--- config.mk ---
export PLATFORM = sky130hd
export DESIGN_NAME = napot_walker
export DESIGN_NICKNAME = d
export VERILOG_FILES = /design/src/rtl/napot_walker_pkg.sv /design/src/rtl/napot_walker_addr.sv /design/src/rtl/napot_walker_decode.sv /design/src/rtl/napot_walker.sv
export SDC_FILE = /design/constraint.sdc
export NUM_CORES = 1
export LEC_CHECK = 0
export BUFFER_PORTS_ARGS = -buffer_cell sky130_fd_sc_hd__buf_2
export CORE_ASPECT_RATIO = 0.8
export CORE_UTILIZATION = 43
export DETAILED_ROUTE_END_ITERATION = 10
export GPL_ROUTABILITY_DRIVEN = 1
export GPL_TIMING_DRIVEN = 1
export MAX_ROUTING_LAYER = met4
export PLACE_DENSITY_LB_ADDON = 0.08
export SETUP_SLACK_MARGIN = 0.3
export SLEW_MARGIN = 20
export SYNTH_ARGS = -nofsm -noshare
export SYNTH_HDL_FRONTEND = slang
export SYNTH_SLANG_ARGS = --single-unit
export TNS_END_PERCENT = 10
--- constraint.sdc ---
create_clock -name clk_i -period 2.5 [get_ports clk_i]
set_clock_uncertainty 0.1 [all_clocks]
set_input_delay 0.5 -clock clk_i [delete_from_list [all_inputs] [get_ports clk_i]]
set_output_delay 0.5 -clock clk_i [all_outputs]
set_load 0.05 [all_outputs]
--- src/rtl/napot_walker_pkg.sv ---
package napot_walker_pkg;
  localparam int unsigned PPN_W = 44;
  localparam int unsigned PTE_W = 64;

  typedef struct packed {
    logic             n;
    logic [8:0]       rsvd;
    logic [PPN_W-1:0] ppn;
    logic [1:0]       rsw;
    logic             d;
    logic             a;
    logic             g;
    logic             u;
    logic             x;
    logic             w;
    logic             r;
    logic             v;
  } pte_t;

  typedef enum logic [1:0] {
    DEC_FAULT = 2'd0,
    DEC_NEXT  = 2'd1,
    DEC_LEAF  = 2'd2
  } pte_kind_e;

  typedef enum logic [2:0] {
    ST_IDLE       = 3'd0,
    ST_WAIT_RESP  = 3'd1,
    ST_LEAF_CHECK = 3'd2,
    ST_PROP_ERR   = 3'd3,
    ST_DONE       = 3'd4
  } walk_state_e;
endpackage

--- src/rtl/napot_walker_addr.sv ---
module napot_walker_addr #(
  parameter int unsigned LEVELS = 3,
  parameter int unsigned VPN_W  = 9,
  parameter int unsigned LVL_W  = 2,
  parameter int unsigned VA_W   = 12 + VPN_W*LEVELS,
  parameter int unsigned PA_W   = napot_walker_pkg::PPN_W + 12
) (
  input  logic [napot_walker_pkg::PPN_W-1:0] ppn_i,
  input  logic [VA_W-1:0]                    vaddr_i,
  input  logic [LVL_W-1:0]                   lvl_i,
  output logic [PA_W-1:0]                    addr_o
);
  localparam int unsigned NSEL = 1 << LVL_W;

  logic [VPN_W-1:0] vpn_sel [NSEL];
  logic [VPN_W-1:0] idx;
  logic             unused_vaddr;

  for (genvar g = 0; g < NSEL; g++) begin : g_sel
    if (g < LEVELS) begin : g_lvl
      assign vpn_sel[g] = vaddr_i[12 + VPN_W*(LEVELS-1-g) +: VPN_W];
    end else begin : g_pad
      assign vpn_sel[g] = '0;
    end
  end

  assign unused_vaddr = ^vaddr_i[11:0];
  assign idx    = vpn_sel[lvl_i];
  assign addr_o = {ppn_i, 12'h000} + PA_W'({idx, 3'b000});
endmodule

--- src/rtl/napot_walker_decode.sv ---
module napot_walker_decode #(
  parameter bit NAPOT_EN = 1'b1
) (
  input  napot_walker_pkg::pte_t      pte_i,
  input  logic                        is_last_i,
  output napot_walker_pkg::pte_kind_e kind_o,
  output logic                        napot_o
);
  import napot_walker_pkg::*;

  logic bad, ptr, marked, napot_ok;
  logic unused_bits;

  assign unused_bits = ^{pte_i.rsvd, pte_i.rsw, pte_i.d, pte_i.a, pte_i.g, pte_i.u,
                         pte_i.ppn[PPN_W-1:4]};
  assign bad      = !pte_i.v || (pte_i.w && !pte_i.r);
  assign ptr      = !pte_i.r && !pte_i.x;
  assign marked   = NAPOT_EN && pte_i.n;
  // only the 64 KiB pattern on a 4 KiB leaf is legal
  assign napot_ok = is_last_i && (pte_i.ppn[3:0] == 4'b1000);

  always_comb begin
    kind_o  = DEC_LEAF;
    napot_o = 1'b0;
    if (bad) begin
      kind_o = DEC_FAULT;
    end else if (ptr) begin
      kind_o = is_last_i ? DEC_FAULT : DEC_NEXT;
    end else if (marked) begin
      if (napot_ok) napot_o = 1'b1;
      else          kind_o  = DEC_FAULT;
    end
  end
endmodule

--- src/rtl/napot_walker.sv ---
module napot_walker #(
  parameter int unsigned LEVELS   = 3,
  parameter int unsigned VPN_W    = 9,
  parameter bit          NAPOT_EN = 1'b1,
  parameter int unsigned LVL_W    = $clog2(LEVELS),
  parameter int unsigned VA_W     = 12 + VPN_W*LEVELS,
  parameter int unsigned PA_W     = napot_walker_pkg::PPN_W + 12
) (
  input  logic                                clk_i,
  input  logic                                rst_ni,
  input  logic                                walk_req_i,
  input  logic [VA_W-1:0]                     walk_vaddr_i,
  input  logic [napot_walker_pkg::PPN_W-1:0]  walk_root_ppn_i,
  output logic                                walk_busy_o,
  output logic                                mem_req_o,
  output logic [PA_W-1:0]                     mem_addr_o,
  input  logic                                mem_rvalid_i,
  input  logic [napot_walker_pkg::PTE_W-1:0]  mem_rdata_i,
  output logic                                fill_valid_o,
  output logic [napot_walker_pkg::PPN_W-1:0]  fill_ppn_o,
  output logic [7:0]                          fill_perm_o,
  output logic                                fill_napot_o,
  output logic                                fault_valid_o,
  output logic [LVL_W-1:0]                    out_level_o,
  output logic [VA_W-1:0]                     out_vaddr_o
);
  import napot_walker_pkg::*;

  localparam logic [LVL_W-1:0] LAST_LVL = LVL_W'(LEVELS - 1);

  walk_state_e      state_q;
  logic [LVL_W-1:0] lvl_q;
  logic [PPN_W-1:0] ppn_q;
  logic [VA_W-1:0]  vaddr_q;
  pte_t             pte_q;
  logic             req_q, napot_q;
  pte_kind_e        dec_kind;
  logic             dec_napot;

  napot_walker_addr #(
    .LEVELS(LEVELS), .VPN_W(VPN_W), .LVL_W(LVL_W), .VA_W(VA_W), .PA_W(PA_W)
  ) u_addr (
    .ppn_i  (ppn_q),
    .vaddr_i(vaddr_q),
    .lvl_i  (lvl_q),
    .addr_o (mem_addr_o)
  );

  napot_walker_decode #(.NAPOT_EN(NAPOT_EN)) u_dec (
    .pte_i    (pte_q),
    .is_last_i(lvl_q == LAST_LVL),
    .kind_o   (dec_kind),
    .napot_o  (dec_napot)
  );

  always_ff @(posedge clk_i or negedge rst_ni) begin
    if (!rst_ni) begin
      state_q <= ST_IDLE;
      lvl_q   <= '0;
      ppn_q   <= '0;
      vaddr_q <= '0;
      pte_q   <= '0;
      req_q   <= 1'b0;
      napot_q <= 1'b0;
    end else begin
      req_q <= 1'b0;
      unique case (state_q)
        ST_IDLE: if (walk_req_i) begin
          vaddr_q <= walk_vaddr_i;
          ppn_q   <= walk_root_ppn_i;
          lvl_q   <= '0;
          req_q   <= 1'b1;
          state_q <= ST_WAIT_RESP;
        end
        ST_WAIT_RESP: if (mem_rvalid_i) begin
          pte_q   <= pte_t'(mem_rdata_i);
          state_q <= ST_LEAF_CHECK;
        end
        ST_LEAF_CHECK: begin
          unique case (dec_kind)
            DEC_NEXT: begin
              ppn_q   <= pte_q.ppn;
              lvl_q   <= lvl_q + 1'b1;
              req_q   <= 1'b1;
              state_q <= ST_WAIT_RESP;
            end
            DEC_LEAF: begin
              napot_q <= dec_napot;
              state_q <= ST_DONE;
            end
            default: state_q <= ST_PROP_ERR;
          endcase
        end
        default: state_q <= ST_IDLE;
      endcase
    end
  end

  assign walk_busy_o   = (state_q != ST_IDLE);
  assign mem_req_o     = req_q;
  assign fill_valid_o  = (state_q == ST_DONE);
  assign fault_valid_o = (state_q == ST_PROP_ERR);
  assign fill_ppn_o    = pte_q.ppn;
  assign fill_perm_o   = pte_q[7:0];
  assign fill_napot_o  = napot_q;
  assign out_level_o   = lvl_q;
  assign out_vaddr_o   = vaddr_q;

  assert_req_pulse_R2: assert property (@(posedge clk_i) disable iff (!rst_ni)
    mem_req_o |=> !mem_req_o);
  assert_root_first_R2: assert property (@(posedge clk_i) disable iff (!rst_ni)
    $rose(walk_busy_o) |-> mem_req_o && (mem_addr_o[PA_W-1:12] == $past(walk_root_ppn_i)));
  assert_napot_shape_R6: assert property (@(posedge clk_i) disable iff (!rst_ni)
    (fill_valid_o && fill_napot_o) |-> (out_level_o == LAST_LVL) && (fill_ppn_o[3:0] == 4'b1000));
  assert_fill_pulse_R9: assert property (@(posedge clk_i) disable iff (!rst_ni)
    fill_valid_o |=> !fill_valid_o && !fault_valid_o);
  assert_fault_pulse_R9: assert property (@(posedge clk_i) disable iff (!rst_ni)
    fault_valid_o |=> !fault_valid_o && !fill_valid_o);
  assert_no_napot_when_off_R10: assert property (@(posedge clk_i) disable iff (!rst_ni)
    fill_valid_o |-> (NAPOT_EN || !fill_napot_o));
  assert_no_req_in_idle_R11: assert property (@(posedge clk_i) disable iff (!rst_ni)
    mem_req_o |-> walk_busy_o);
endmodule

==> results.cfg, run 1 <==
[synth]
yosysTopAreaCell = dfrtp_1
ys_async_sr_fraction_pct = 100
synth.avg_cell_area_um2 = 14.9
ys.warnings.count = 0
yosysMostFrequentCell = dfrtp_1
syn_inst = 473
synth_edf_count = 0
synthTopCellsByArea = dfrtp_1, mux2_4, mux2_2
synth_cell_types = 33
synthTopCellsByCount = dfrtp_1, mux2_2, mux2_4, buf_4, nand2_1
yosysSeqAreaShare_pct = 50.9
synth_top_flop_cell = dfrtp_1
synth_seq_cells = 143
synth_top_area_share_pct = 50.9
synthesis.area_um2 = 7030

[global_route]
antenna_found_initial = 1
grt_pass1_vias = 4739
grt_max_degree = 63
grt_pass1_wl_mm = 25.8
grt_usage_pct = 20.7
grt_overflow = 0

[setup_path]
path_buf_inv = 2
worstPathCellList = ha_4 > nor4b_4 > nand2_1 > a21o_1 > ha_2 > nand2_2 > a211oi_4 > buf_6 > clkbuf_16 > mux2_4
cp-start-kind = register
rr_worst_depth = 10
cp-end-kind = register
cp_slowest_cell = dfrtp_2
crit_path_max_fanout = 7
critPathRequiredTime_ps = 2700
critical-path-top-delay-family = flip-flops
crit_cells = 10
max_stage_delay_ps = 430
cp.arrival_ps = 2540
critical_path_class = register to register

[floorplanning]
die_y_um = 116
coreArea_um2 = 15900
die_w_um = 145
dieArea_um2 = 16900
num_io_pins = 305
rows = 41
initial_core_util_pct = 44.3

[timing]
slew_viol_final = 0
grt_setup_unrepaired = true
min_period_over_period_pct = 93.7
finalCriticalPeriod_ps = 2340
slew_headroom_pct = 59.0
hold_viol = 0
worst_pin_slew_ps = 615
max_freq_mhz = 427
finalSetupViolations = 0

[final_layout]
multi_input_area_um2 = 2870
drive_gt1_share_pct = 72.3
synthToLayoutAreaGrowth_pct = 31.1
layout.nets = 887
fillCellCount = 1339
seqCellArea_um2 = 3580
utilization_pct = 58.1

[outcome]
outcome = completed

[drt]
drt-pass1-iter-count = 4
via_per_inst = 4.76
drt-initial-drc-count = 136
ant_nets = 0
wl_mm = 16.5
drt_drc_violations_left = 0
wire_per_inst_um = 17.1
vias = 4576

[placement]
place_congestion = 0.835
portBuffers = 290
dp_hpwl_mm = 11.6

[clocking]
cts-buffers-inserted = 17
cts_buffer_depth = 2
root_buffer = clkbuf_16
cts_tree = done
clkTransAtPathRegs_ps = 60
cts_sinks = 143
htreeDepth = 4
clock_latency_ps = 410

[worst_hold_path]
whs_path_depth = 2
worstHoldPathType = input port to register

[flow_run]
drv_cap = 0
## sequential cells by signal, summed over array words and instances, names as in the netlist
signal and cells:
out_vaddr_o 39, out_level_o 2, ppn_q 44, fill_napot_o 1
fill_perm_o 8, mem_req_o 1, state_q 3, pte_q 1
fill_ppn_o 44
## repair_timing
| action | in CTS | in global routing |
|---|---|---|
| buffers inserted | 8 | 1 |
| resized for setup | 25 | 6 |
| endpoints found under the setup margin | 56 | 61 |
| hold endpoints to repair | 34 | 0 |
| hold buffers | 1 | 0 |
| cloned | 1 | 1 |
| pin swaps | 4 | 3 |
## final timing paths
| kind | from | endpoint | slack [ps] |
|---|---|---|---|
| min | mem_rdata_i[12] | fill_ppn_o[2] | 200 |
| min reg2reg | fill_perm_o[5] | fill_perm_o[5] | 380 |
| max | out_level_o[1] | ppn_q[22] | 160 |
| min in group asynchronous | rst_ni | out_vaddr_o[0] | 550 |
| max in group asynchronous | rst_ni | out_vaddr_o[14] | 1080 |
| max reg2reg | out_level_o[1] | ppn_q[22] | 160 |
## placed cells by master, fill, tap and decap left out, types with 4 or more instances in the layout
cell type  instances
mux2_2            93
buf_6              5
buf_12             8
clkinv_4           4
o21ai_1            5
dfrtp_1          140
buf_2            281
clkbuf_16         18
mux2i_1           10
mux2_4            76
bufinv_16          4
nand2_1           12
o21ai_2            4
mux2_1            12
buf_4             21
## per-stage QoR
| stage | area [µm²] | setup TNS [ps] | hold WS, ps | setup slack, ps | instances |
|---|---|---|---|---|---|
| after floorplan | 7060 | 0 | 104 | 50.6 | 475 |
| after global placement | 8330 | 0 | 363 | 5.84 | 916 |
| after detailed placement | 8330 | -20.5 | 370 | -20.5 | 916 |
| after CTS | 9160 | 0 | 181 | 178 | 958 |
| final | 9220 | 0 | 204 | 157 | 962 |
| after global routing | 9210 | 0 | 185 | 60.8 | 961 |
## cell type report
type / instances / share of cell area [%]
Clock buffer: 19 / 4.92
Multi-Input combinational cell: 249 / 31.1
Inverter: 3 / 0.122
Timing Repair Buffer: 318 / 20.0
Clock inverter: 13 / 2.02
Tap cell: 215 / 2.92
Antenna cell: 2 / 0.0543
Sequential cell: 143 / 38.9
## kinds of logic after synthesis
| logic type | after synthesis | share of synthesized area, % |
|---|---|---|
| buf+inv | 83 | 9.53 |
| other cells | 1 | 0.0534 |
| compound gates | 18 | 1.51 |
| simple gates | 33 | 2.78 |
| mux | 191 | 34.5 |
| fa+ha+maj | 4 | 0.712 |
| flops | 143 | 50.9 |
## metal layers
metal  global-route usage [%]  vias to the layer above  share of wire [%]  wire length [µm]
met5                        -                        -                  0                 0
met4                     6.45                        0               0.79               131
met3                     6.02                       11                6.1              1010
met2                     32.4                      168                 49              8010
met1                     26.1                     2267                 45              7340
li1                         -                     2130                  -                 -
Power of run 1 is left out: the tool's default activity adds up to more than one toggle a clock period on the data nets, which glitch-free logic cannot reach.
==> run 2, diff against run 1 <==
CORE_UTILIZATION = 44   (was 43)
SYNTH_HIERARCHICAL = 1   (was default)
==> run 2 against run 1 <==
Register-to-register slack better by 200 ps. Synthesized area fell by 0.30%. Synthesized cell count rose by 9.5%. Highest routed layer unchanged. Critical path depth is 5 lower. Non-clock buffer count down 4. Flip-flop and latch count did not move. Cell area fell by 5.8%. Die area down 2.5%.
==> results.cfg, run 2 <==
[placement]
portBuffers = 290
dp_hpwl_mm = 11.7
place_ws_ps = 334
place_congestion = 0.765
dpl.cell_count = 899

[drt]
drt_drc_violations_left = 0
wl_met1_mm = 7.16
top_layer = met4
drt-pass1-iter-count = 4
wl_mm = 16.7
wire_per_inst_um = 17.8
drt-initial-drc-count = 172
ant_nets = 0
wl_met2_mm = 8.04
via_per_inst = 5.07
routed-wl-met3_mm = 1.17
vias = 4770

[clocking]
cts-buffers-inserted = 17
clkTransAtPathRegs_ps = 60
cts_sinks = 143
htreeDepth = 4
root_buffer = clkbuf_16
cts_tree = done
clock_latency_ps = 410
cts_buffer_depth = 2

[worst_hold_path]
hold_end = fill_ppn_o[19]
min_from = mem_rdata_i[29]
whs_path_depth = 2
worstHoldPathType = input port to register

[global_route]
grt_overflow = 0
grt_pass1_vias = 4817
grt_max_degree = 54
antenna_found_initial = 0
grt_pass1_wl_mm = 25.3
grt_usage_pct = 21.2

[timing]
finalSetupViolations = 0
max_freq_mhz = 454
slew_viol_final = 0
min_period_over_period_pct = 88.1
worst_pin_slew_ps = 540
grt_setup_unrepaired = true
finalCriticalPeriod_ps = 2200
setup_ws_ps = 298
setup_tns_ps = 0
hold_viol = 0
slew_headroom_pct = 64.0

[setup_path]
r2r_setup_slack_ps = 360
critPathRequiredTime_ps = 1900
cp.arrival_ps = 1600
rr_worst_depth = 11
critical_path_class = register to output pin
cp-end-kind = output pin
crit_path_max_fanout = 12
reg2reg_from = out_level_o[0]
r2r_end = ppn_q[17]
cp-start-kind = register

[final_layout]
final_cells = 940
drive_gt1_share_pct = 64.7
synthToLayoutAreaGrowth_pct = 23.9
utilization_pct = 56.9
fillCellCount = 1332
layout_common_cells = buf_2, dfrtp_1, mux2_2
antenna_cells = 0
layout.nets = 874
layout_commonest_cell = buf_2

[synth]
ys.warnings.count = 6
synthesis.area_um2 = 7010
syn_inst = 518
synth.avg_cell_area_um2 = 13.5

[floorplanning]
dieArea_um2 = 16400
coreArea_um2 = 15300
die_w_um = 143
die_y_um = 115
rows = 40
num_io_pins = 305
initial_core_util_pct = 45.9

[outcome]
outcome = completed

[flow_run]
drv_cap = 0
[run 2: cell type report]
| class | count | area (µm²) | share of cell area [%] |
|---|---|---|---|
| inverter | 4 | 15.0 | 0.173 |
| timing repair buffer | 314 | 1840 | 21.2 |
| multi-input combinational | 239 | 2480 | 28.5 |
| tap | 210 | 263 | 3.03 |
| clock buffer | 23 | 468 | 5.39 |
| clock inverter | 7 | 40.0 | 0.461 |
| sequential | 143 | 3580 | 41.3 |
[run 2: worst max-delay path by stage]
stage	depth (start not counted)	slack (ps)	start	endpoint
2_1_floorplan	3	270	out_level_o[1]	mem_addr_o[10]
3_3_place_gp	10	360	out_level_o[0]	ppn_q[11]
3_5_place_dp	10	330	out_level_o[0]	ppn_q[11]
4_1_cts	5	280	out_level_o[1]	mem_addr_o[11]
5_1_grt	10	220	out_level_o[0]	ppn_q[13]
6_report	5	300	out_level_o[1]	mem_addr_o[11]
[run 2: what timing repair did]
action,CTS,global route
setup endpoints to repair,10,55
resized for setup,14,4
hold endpoints to repair,49,0
buffers inserted,2,5
hold buffers,1,0
pin swaps,0,3
gates cloned,0,3
[run 2: per-layer routing]
| metal | global-route usage [%] | vias to the layer above |
|---|---|---|
| li1 | - | 2182 |
| met1 | 24.9 | 2375 |
| met2 | 34.5 | 186 |
| met3 | 5.41 | 27 |
| met4 | 9.32 | 0 |
| met5 | - | - |
[run 2: critical path, stage by stage (launching register included)]
cell	delay [ps]
dfrtp_2	420
buf_12	160
nor2b_4	130
buf_12	130
o2bb2ai_1	120
buf_4	220
[run 2: through the flow]
| stage | hold WS (ps) | cell area, µm² |
|---|---|---|
| global placement | 381 | 7960 |
| floorplan | 104 | 7060 |
| detailed placement | 382 | 7960 |
| finish | 201 | 8680 |
| global route | 188 | 8680 |
| CTS | 177 | 8550 |
Power of run 2 is left out for the same reason.
==> run 3, diff against run 2 <==
SETUP_SLACK_MARGIN = default   (was 0.3)
==> run 3 against run 2 <==
Sequential share of layout area is 0.60 points higher. Wire length shrank 2.0%. Core utilization decreased by 0.82 points. Critical path depth down 1. Via count down 1.9%. First-iteration DRC count shrank 26%. Register-to-register slack worse by 130 ps. Cell area fell by 1.4%.
==> results.cfg, run 3 (synthesis results as in run 2) <==
[outcome]
outcome = completed

[setup_path]
rr_worst_depth = 10
r2r_setup_slack_ps = 230
critical_path_class = register to output pin
worstPathCellList = buf_4 > nor2b_4 > o2bb2ai_1 > buf_2
cp-start-kind = register
path_buf_inv = 2
crit_path_max_fanout = 13
critical-path-top-delay-family = buffers and inverters
cp_slowest_cell = dfrtp_2
cp.arrival_ps = 1800
reg2reg_from = out_level_o[0]
cp-end-kind = output pin
r2r_end = ppn_q[26]
max_stage_delay_ps = 400
critPathRequiredTime_ps = 1900

[timing]
finalCriticalPeriod_ps = 2400
worst_pin_slew_ps = 605
slew_viol_final = 0
min_period_over_period_pct = 96.1
hold_ws_ps = 197
setup_tns_ps = 0
slew_headroom_pct = 59.6
grt_setup_unrepaired = false
finalSetupViolations = 0
max_freq_mhz = 416
hold_viol = 0

[global_route]
grt_usage_pct = 21.2
grt_overflow = 0
grt_pass1_wl_mm = 25.3
grt_max_degree = 60
antenna_found_initial = 1
grt_pass1_vias = 4678

[floorplanning]
initial_core_util_pct = 45.9
dieArea_um2 = 16400
die_w_um = 143
coreArea_um2 = 15300
rows = 40
die_y_um = 115
num_io_pins = 305

[clocking]
cts_tree = done
clkTransAtPathRegs_ps = 60
htreeDepth = 4
cts-buffers-inserted = 17
cts_buffer_depth = 2
cts_sinks = 143
clock_latency_ps = 410
root_buffer = clkbuf_16

[final_layout]
layout.nets = 865
fillCellCount = 1316
layout_commonest_cell = buf_2
layout_common_cells = buf_2, dfrtp_1, mux2_2
drive_gt1_share_pct = 63.6
synthToLayoutAreaGrowth_pct = 22.1

[drt]
ant_nets = 0
drt-pass1-iter-count = 4
wire_per_inst_um = 17.5
via_per_inst = 5.01
vias = 4678
drt_drc_violations_left = 0
drt-initial-drc-count = 128
wl_mm = 16.4

[worst_hold_path]
min_from = mem_rdata_i[63]
hold_end = pte_q[63]
worstHoldPathType = input port to register
whs_path_depth = 2

[placement]
place_congestion = 0.754
dp_hpwl_mm = 11.6
portBuffers = 290

[flow_run]
drv_cap = 0
## run 3: cell types whose count changed in the layout (fill, tap and decap cells not counted), moves of 2 or more
cell / delta
buf_12: -3
buf_2: +9
buf_4: -11
buf_8: -2
bufinv_16: +3
clkbuf_16: -2
clkinv_2: -2
clkinv_4: +2
clkinvlp_4: -2
ha_1: +2
ha_2: -2
## run 3: worst max-delay path by stage
stage	slack, ps	from	to	cells past startpoint
detailed placement	100	out_level_o[0]	out_level_o[0]	9
global placement	130	out_level_o[0]	out_level_o[0]	9
floorplan	40	out_level_o[0]	ppn_q[0]	9
CTS	50	out_level_o[0]	out_level_o[0]	9
global route	20	out_level_o[0]	ppn_q[12]	10
finish	100	out_level_o[1]	mem_addr_o[10]	4
## run 3: metal layers
metal / vias up / GRT usage (%) / part of all wire [%]
met5: - / - / 0
met4: 0 / 8.10 / 1.7
met3: 20 / 4.87 / 6.9
met2: 186 / 32.8 / 47
met1: 2297 / 27.2 / 44
li1: 2175 / - / -
## run 3: per-stage QoR
stage,instances,util (%),worst slack [ps],area [µm²]
6_report,934,56.0,98.1,8560
5_1_grt,934,56.0,22.7,8560
4_1_cts,933,55.9,45.2,8540
3_5_place_dp,900,51.9,102,7920
3_3_place_gp,900,51.9,125,7920
2_1_floorplan,520,-,44.3,7020
## run 3: worst reg2reg max path: cells and delay by family (launching register included)
kind | cells | cell delay, ps
AO/OA/AOI/OAI | 3 | 610
adder cells (fa/ha/maj) | 2 | 430
AND/OR/NAND/NOR | 2 | 240
flip-flops | 1 | 400
buffers and inverters | 3 | 420
## run 3: cell type report
cell class | instances | area (µm²) | area share, %
Clock inverter | 9 | 131 | 1.54
Multi-Input combinational cell | 239 | 2440 | 28.5
Timing Repair Buffer | 305 | 1640 | 19.2
Sequential cell | 143 | 3580 | 41.9
Tap cell | 210 | 263 | 3.07
Clock buffer | 23 | 478 | 5.59
Antenna cell | 1 | 2.50 | 0.0292
Inverter | 4 | 15.0 | 0.175
## run 3: what timing repair did
item	CTS	global route
setup endpoints to repair	0	28
hold buffers	1	0
endpoints found under the hold margin	35	0
buffers inserted	0	0
gates resized for setup	0	3
Power of run 3 is left out for the same reason.
